[config.mk]
export PLATFORM = sky130hd
export DESIGN_NAME = burst_sram
export DESIGN_NICKNAME = d
export VERILOG_FILES = /design/src/rtl/bsram_pkg.sv /design/src/rtl/bsram_wr_dec.sv /design/src/rtl/bsram_ctrl.sv /design/src/rtl/bsram_array.sv /design/src/rtl/burst_sram.sv
export SDC_FILE = /design/constraint.sdc
export NUM_CORES = 2
export LEC_CHECK = 0
export ABC_AREA = 1
export ABC_CLOCK_PERIOD_IN_PS = 4870
export BUFFER_PORTS_ARGS = -buffer_cell sky130_fd_sc_hd__buf_4
export CAP_MARGIN = 40
export CORE_UTILIZATION = 30
export DETAILED_ROUTE_END_ITERATION = 12
export PLACE_DENSITY = 0.42
export SLEW_MARGIN = 20
export SYNTH_ARGS = -nofsm -noshare
export SYNTH_HDL_FRONTEND = slang
export SYNTH_HIERARCHICAL = 1
export SYNTH_SLANG_ARGS = --single-unit
export TNS_END_PERCENT = 20
[constraint.sdc]
create_clock -name clk -period 4.87 [get_ports clk]
set_input_delay 0.2435 -clock clk [delete_from_list [all_inputs] [get_ports clk]]
set_output_delay 0.2435 -clock clk [all_outputs]
set_load 0.01 [all_outputs]
[src/rtl/bsram_pkg.sv]
package bsram_pkg;

    localparam int BURST_W = 2;

    // Low address bits of a burst beat: linear wrap or interleaved (XOR) order
    function automatic logic [BURST_W-1:0] burst_low(
        input logic [BURST_W-1:0] base_lo,
        input logic [BURST_W-1:0] count,
        input logic               ilv
    );
        return ilv ? (base_lo ^ count) : (base_lo + count);
    endfunction

endpackage

[src/rtl/bsram_wr_dec.sv]
module bsram_wr_dec #(
    parameter int LANES = 4
) (
    input  logic             allwr_n,
    input  logic             lanewr_n,
    input  logic [LANES-1:0] lane_n,
    output logic [LANES-1:0] lane_req
);

    // Global write dominates; lane enables count only under the byte-write gate
    for (genvar g = 0; g < LANES; g++) begin : g_lane
        assign lane_req[g] = !allwr_n || (!lanewr_n && !lane_n[g]);
    end

endmodule

[src/rtl/bsram_ctrl.sv]
module bsram_ctrl
    import bsram_pkg::*;
#(
    parameter int ADDR_W = 6,
    parameter int LANES  = 4
) (
    input  logic              clk,
    input  logic              rst_n,
    input  logic              sel_ok,
    input  logic              sleep,
    input  logic              pstrb_n,
    input  logic              cstrb_n,
    input  logic              step_n,
    input  logic              ilv_order,
    input  logic [LANES-1:0]  lane_req,
    input  logic [ADDR_W-1:0] addr,
    output logic              acc_go,
    output logic [ADDR_W-1:0] acc_addr,
    output logic [LANES-1:0]  lane_we,
    output logic              rd_pend,
    output logic [ADDR_W-1:0] rd_addr
);

    typedef struct packed {
        logic              active;
        logic [ADDR_W-1:0] base;
        logic [BURST_W-1:0] cnt;
        logic              rd_pend;
        logic [ADDR_W-1:0] rd_addr;
    } ctrl_st_t;

    ctrl_st_t st_q, st_d;

    logic               start;
    logic               is_rd;
    logic               wr_any;
    logic [BURST_W-1:0] nxt_cnt;

    always_comb begin
        st_d         = st_q;
        st_d.rd_pend = 1'b0;
        start        = !pstrb_n || !cstrb_n;
        wr_any       = |lane_req;
        nxt_cnt      = st_q.cnt + BURST_W'(1);
        acc_go       = 1'b0;
        is_rd        = 1'b0;
        acc_addr     = addr;

        if (!sleep) begin
            if (start) begin
                if (sel_ok) begin
                    st_d.active = 1'b1;
                    st_d.base   = addr;
                    st_d.cnt    = '0;
                    acc_go      = 1'b1;
                    is_rd       = !pstrb_n || !wr_any;
                end else begin
                    st_d.active = 1'b0;
                end
            end else if (!step_n && st_q.active) begin
                st_d.cnt = nxt_cnt;
                acc_go   = 1'b1;
                is_rd    = !wr_any;
                acc_addr = {st_q.base[ADDR_W-1:BURST_W],
                            burst_low(st_q.base[BURST_W-1:0], nxt_cnt, ilv_order)};
            end
        end

        lane_we = (acc_go && !is_rd) ? lane_req : '0;

        if (acc_go && is_rd) begin
            st_d.rd_pend = 1'b1;
            st_d.rd_addr = acc_addr;
        end
    end

    always_ff @(posedge clk or negedge rst_n) begin
        if (!rst_n) begin
            st_q <= '0;
        end else begin
            st_q <= st_d;
        end
    end

    assign rd_pend = st_q.rd_pend;
    assign rd_addr = st_q.rd_addr;

endmodule

[src/rtl/bsram_array.sv]
module bsram_array #(
    parameter int ADDR_W = 6,
    parameter int LANES  = 4,
    parameter int LANE_W = 9
) (
    input  logic                    clk,
    input  logic                    rst_n,
    input  logic [LANES-1:0]        lane_we,
    input  logic [ADDR_W-1:0]       wr_addr,
    input  logic [LANES*LANE_W-1:0] wdata,
    input  logic                    rd_pend,
    input  logic [ADDR_W-1:0]       rd_addr,
    output logic [LANES*LANE_W-1:0] rdata,
    output logic                    vld
);

    localparam int DEPTH = 1 << ADDR_W;

    logic vld_q, vld_d;

    for (genvar g = 0; g < LANES; g++) begin : g_lane
        logic [LANE_W-1:0] mem [DEPTH];
        logic [LANE_W-1:0] out_q, out_d;

        always_ff @(posedge clk) begin
            if (lane_we[g]) begin
                mem[wr_addr] <= wdata[g*LANE_W +: LANE_W];
            end
        end

        always_comb begin
            out_d = rd_pend ? mem[rd_addr] : out_q;
        end

        always_ff @(posedge clk or negedge rst_n) begin
            if (!rst_n) begin
                out_q <= '0;
            end else begin
                out_q <= out_d;
            end
        end

        assign rdata[g*LANE_W +: LANE_W] = out_q;
    end

    always_comb begin
        vld_d = rd_pend;
    end

    always_ff @(posedge clk or negedge rst_n) begin
        if (!rst_n) begin
            vld_q <= 1'b0;
        end else begin
            vld_q <= vld_d;
        end
    end

    assign vld = vld_q;

endmodule

[src/rtl/burst_sram.sv]
module burst_sram #(
    parameter int ADDR_W = 6,
    parameter int LANES  = 4,
    parameter int LANE_W = 9
) (
    input  logic                    clk,
    input  logic                    rst_n,
    input  logic                    sel0_n,
    input  logic                    sel_hi,
    input  logic                    sel1_n,
    input  logic                    pstrb_n,
    input  logic                    cstrb_n,
    input  logic                    step_n,
    input  logic                    allwr_n,
    input  logic                    lanewr_n,
    input  logic [LANES-1:0]        lane_n,
    input  logic [ADDR_W-1:0]       addr,
    input  logic [LANES*LANE_W-1:0] wdata,
    input  logic                    ilv_order,
    input  logic                    sleep,
    input  logic                    out_en_n,
    output logic [LANES*LANE_W-1:0] rdata,
    output logic                    rvalid
);

    logic              sel_ok;
    logic [LANES-1:0]  lane_req;
    logic [LANES-1:0]  lane_we;
    logic              acc_go;
    logic [ADDR_W-1:0] acc_addr;
    logic              rd_pend;
    logic [ADDR_W-1:0] rd_addr;
    logic              arr_vld;

    assign sel_ok = !sel0_n && sel_hi && !sel1_n;

    bsram_wr_dec #(.LANES(LANES)) u_wr_dec (
        .allwr_n  (allwr_n),
        .lanewr_n (lanewr_n),
        .lane_n   (lane_n),
        .lane_req (lane_req)
    );

    bsram_ctrl #(.ADDR_W(ADDR_W), .LANES(LANES)) u_ctrl (
        .clk       (clk),
        .rst_n     (rst_n),
        .sel_ok    (sel_ok),
        .sleep     (sleep),
        .pstrb_n   (pstrb_n),
        .cstrb_n   (cstrb_n),
        .step_n    (step_n),
        .ilv_order (ilv_order),
        .lane_req  (lane_req),
        .addr      (addr),
        .acc_go    (acc_go),
        .acc_addr  (acc_addr),
        .lane_we   (lane_we),
        .rd_pend   (rd_pend),
        .rd_addr   (rd_addr)
    );

    bsram_array #(.ADDR_W(ADDR_W), .LANES(LANES), .LANE_W(LANE_W)) u_array (
        .clk     (clk),
        .rst_n   (rst_n),
        .lane_we (lane_we),
        .wr_addr (acc_addr),
        .wdata   (wdata),
        .rd_pend (rd_pend),
        .rd_addr (rd_addr),
        .rdata   (rdata),
        .vld     (arr_vld)
    );

    assign rvalid = arr_vld && !out_en_n && !sleep;

endmodule

==> metrics.md <==
| Metric | Value |
|---|---|
| Power per Cell Area | `411.7 mW/mm^2` |
| Worst R2R Path Depth | `8` |
| Worst-path fanout max | `14` |
| Multi-input logic area | `0.02202 sq mm` |
| Reg2reg start | `u_ctrl/st_q[15]$_DFFE_PN0P_` |
| Vias per cell | `5.050` |
| Yosys warning total | `6` |
| Residual DRC | `0` |
| Iter 0 DRT Violations | `7068` |
| Worst R2R End | `u_array/g_lane[0].mem[8][5]$_DFFE_PP_` |
| Final WL | `331200 microns` |
| Residual overflow from global routing | `0` |
| Max Transition Viols Final | `0` |
| Pin count of the biggest net entering global routing | `146` |
| Nets | `8296` |
| Detail Route Antenna Nets | `0` |
| Num Clock Sinks | `2357` |
| GRT Resource Usage Total | `20.36%` |
| Fillers | `31097` |
| Setup Skew | `0.03497 ns` |
| WHS Endpoint | `u_array/g_lane[0].mem[5][7]$_DFFE_PP_` |
| Full die area | `0.3199 sq mm` |
| Initial antenna violation count | `14` |
| Syn Std Cell Area | `0.09529 sq mm` |
| H-tree Lvls | `5` |
| Status | `finished clean` |
| DRT met1 WL | `152400 microns` |
| Final TNS setup | `0 ns` |
| Non-filler cells, final | `12614` |
| HP Start | `wdata[7]` |
| R2R setup slack | `0.42 ns` |
| Cells after synthesis | `7996` |
| Peak VDD IR | `0.2406 mV` |
| Later-pin clock latency in the skew report | `0.89 ns` |
| Die Y | `565.6 microns` |
| Avg Cell Area, Syn | `11.92 sq um` |
| DP Worst Slack | `0.9210 ns` |
| Hold WC Path Type | `in2reg` |
| First-pass GRT wire length | `468600 microns` |
| Initial Utilization | `30.20%` |
| Worst setup margin | `0.06925 ns` |
| Storage element area | `0.07053 sq mm` |
| Port Buffers | `95` |
| WL/cell | `26.26 microns` |
| Vias in the first global route | `61702` |
| Worst EP required | `5.38 ns` |
| Slew @ Worst Pin | `1.391 ns` |
| DR WL met3 | `22230 microns` |
| GP Congestion | `0.8338` |
| Ys flop type | `edfxtp_1` |
| Met2 WL post-DR | `148200 microns` |
| Seq/Total Area, Yosys | `74.00%` |
| Number of synthesized flops with an enable pin | `2304` |
| WHS Path Cells | `2` |
| RSZ-0062 raised after global routing | `true` |
| IO Pins | `96` |
| Cell count after placement | `12000` |
| Flops & latches, synth | `2357` |
| Vias | `63696` |
| Max-cap violations | `0` |
| Layout cells sized above 1 | `10.31%` |
| Syn nets | `8056` |
| Cell area after layout | `0.1114 sq mm` |
| FP Rows | `206` |
| Upper clock frequency limit | `0.2083 GHz` |
| Top Layer Used | `met5` |
| CTS Buf Count | `274` |
| Area growth syn-to-layout | `16.88%` |
| Worst-path clk slew | `0.06 ns` |
| Startpoint Class | `input pin` |
| Die X | `565.6 microns` |
| CTS tree | `built` |
| Final cycle utilization of the critical path | `98.58%` |
| Crit Path Category | `in2reg` |
| Pre-Repair DR Iteration Count | `8` |
| Area after DPL | `0.1016 sq mm` |
| Minimum clock period | `4.801 ns` |
| Final hold slack | `0.1011 ns` |
| Root buf cell | `clkbuf_16` |
| Setup crit end kind | `flip-flop` |
| Core area | `0.3155 sq mm` |
| Leakage | `38.60 nW` |
| Slew Limit Headroom | `7.297%` |
| Post-synth ARST share | `2.249%` |
| Dpl hpwl | `206400 microns` |
| Max Buffers Root-to-Sink | `4` |
| Final-report hold violation count | `0` |
| Worst Path Arrival | `5.31 ns` |
| # setup viols final | `0` |
| Distinct cells, synth | `30` |
[cells in the final DEF (no fill, tap or decap), types with 2 or more instances in the layout]
cell type	Yosys	routed
bufinv_16	0	16
o21ai_0	9	9
clkinv_4	1	5
edfxtp_1	2304	2304
nand3_1	2274	2274
diode_2	0	5
dfrtp_1	53	46
nand2_1	2479	2479
buf_8	0	13
clkbuf_1	101	66
nor3_2	0	2
inv_2	8	5
inv_16	0	9
nor2_2	3	15
buf_4	35	369
clkinv_16	0	2
clkinv_8	0	6
buf_12	1	47
dlygate4sd3_1	0	63
dfrtp_2	0	2
dfrtp_4	0	5
clkbuf_16	0	278
clkinvlp_4	0	5
nand2_2	7	7
inv_6	1	13
clkbuf_8	0	7
buf_16	0	8
nor3_1	16	14
clkinv_2	1	46
o21ai_2	5	5
clkinv_1	2	43
o21ai_1	4	4
inv_1	25	25
nor2_1	260	248
[how the worst max path moves through the flow]
stage,from,to,cells after the start
finish,cstrb_n,u_array/g_lane[0].mem[8][5]$_DFFE_PP_,13
global route,cstrb_n,u_array/g_lane[3].mem[14][8]$_DFFE_PP_,13
CTS,pstrb_n,u_array/g_lane[0].mem[58][0]$_DFFE_PP_,13
detailed placement,cstrb_n,u_array/g_lane[0].mem[58][4]$_DFFE_PP_,10
global placement,u_ctrl/st_q[7]$_DFFE_PN0P_,u_array/g_lane[0].mem[18][6]$_DFFE_PP_,14
floorplan,u_ctrl/st_q[7]$_DFFE_PN0P_,u_array/g_lane[0].mem[14][0]$_DFFE_PP_,12
[metal layers]
metal  up-vias  track usage (%)
li1      28900                -
met1     32165            29.64
met2      2213            31.38
met3       416            3.421
met4         2            5.259
met5         -                0
[cell type report]
cell class              instances  share of cell area [%]
clock inverters               138                   1.193
inverters                      39                  0.1854
well taps                    4160                   4.673
flip-flops and latches       2357                   63.33
diodes                          5                 0.01123
multi-input cells            5063                   19.77
clock buffers                 351                   6.555
repair buffers                501                   4.281
[metrics by stage]
step	util, %	power, mW
after CTS	35.14	46.35
after global placement	31.99	26.15
final	35.30	45.85
after floorplan	-	24.52
after detailed placement	32.20	26.16
after global routing	35.30	47.34
[cells in the mapped netlist (8+ instances only)]
cell type  instances  area [sq um]
inv_2              8         30.03
dfrtp_1           53          1326
buf_6             10         112.6
nand3_1         2274         11380
nand2_1         2479          9305
inv_1             25         93.84
buf_1             74         277.8
o21ai_0            9         45.04
nor3_1            16         80.08
buf_4             35         262.8
edfxtp_1        2304         69190
nor2_1           260         975.9
buf_2            316          1582
clkbuf_1         101         379.1
[what timing repair did]
action                                  4_1_cts  5_1_grt
gates resized for setup                       0       13
endpoints found under the setup margin        0      257
hold buffers                                 64        0
buffers inserted                              0        0
hold endpoints to repair                    862        0
[cells by family after synthesis]
logic type,after synthesis,synth area share (%)
AO/OA/AOI/OAI,19,0.1221
adder cells (fa/ha/maj),1,0.01313
flip-flops,2357,74.00
buffers and inverters,576,2.932
AND/OR/NAND/NOR,5043,22.93
[sequential cells by signal, summed over array words and instances (netlist names)]
register,flops
u_array/g_lane.mem,2304
u_array/g_lane.out_q,36
u_ctrl/rd_pend,1
u_array/vld,1
u_ctrl/st_q,9
u_ctrl/rd_addr,6
[report_power, final]
part	total, mW	switching [mW]	internal, mW
combinational	3.40	2.53	0.869
clock	20.1	8.52	11.5
sequential	22.4	0.0729	22.3
total	45.8	11.1	34.7
[worst max-delay path: stages]
cell and delay [ns]:
dlygate4sd3_1 0.54, buf_4 0.13, nand2_2 0.05, dlygate4sd3_1 0.61
inv_2 0.08, nand3_4 0.05, dlygate4sd3_1 0.66, clkinv_4 0.17
o21ai_2 0.42, inv_1 0.18, nor3_1 0.70, nand2_1 0.67
nor2_1 0.79
Power figures use the tool's default switching activity.
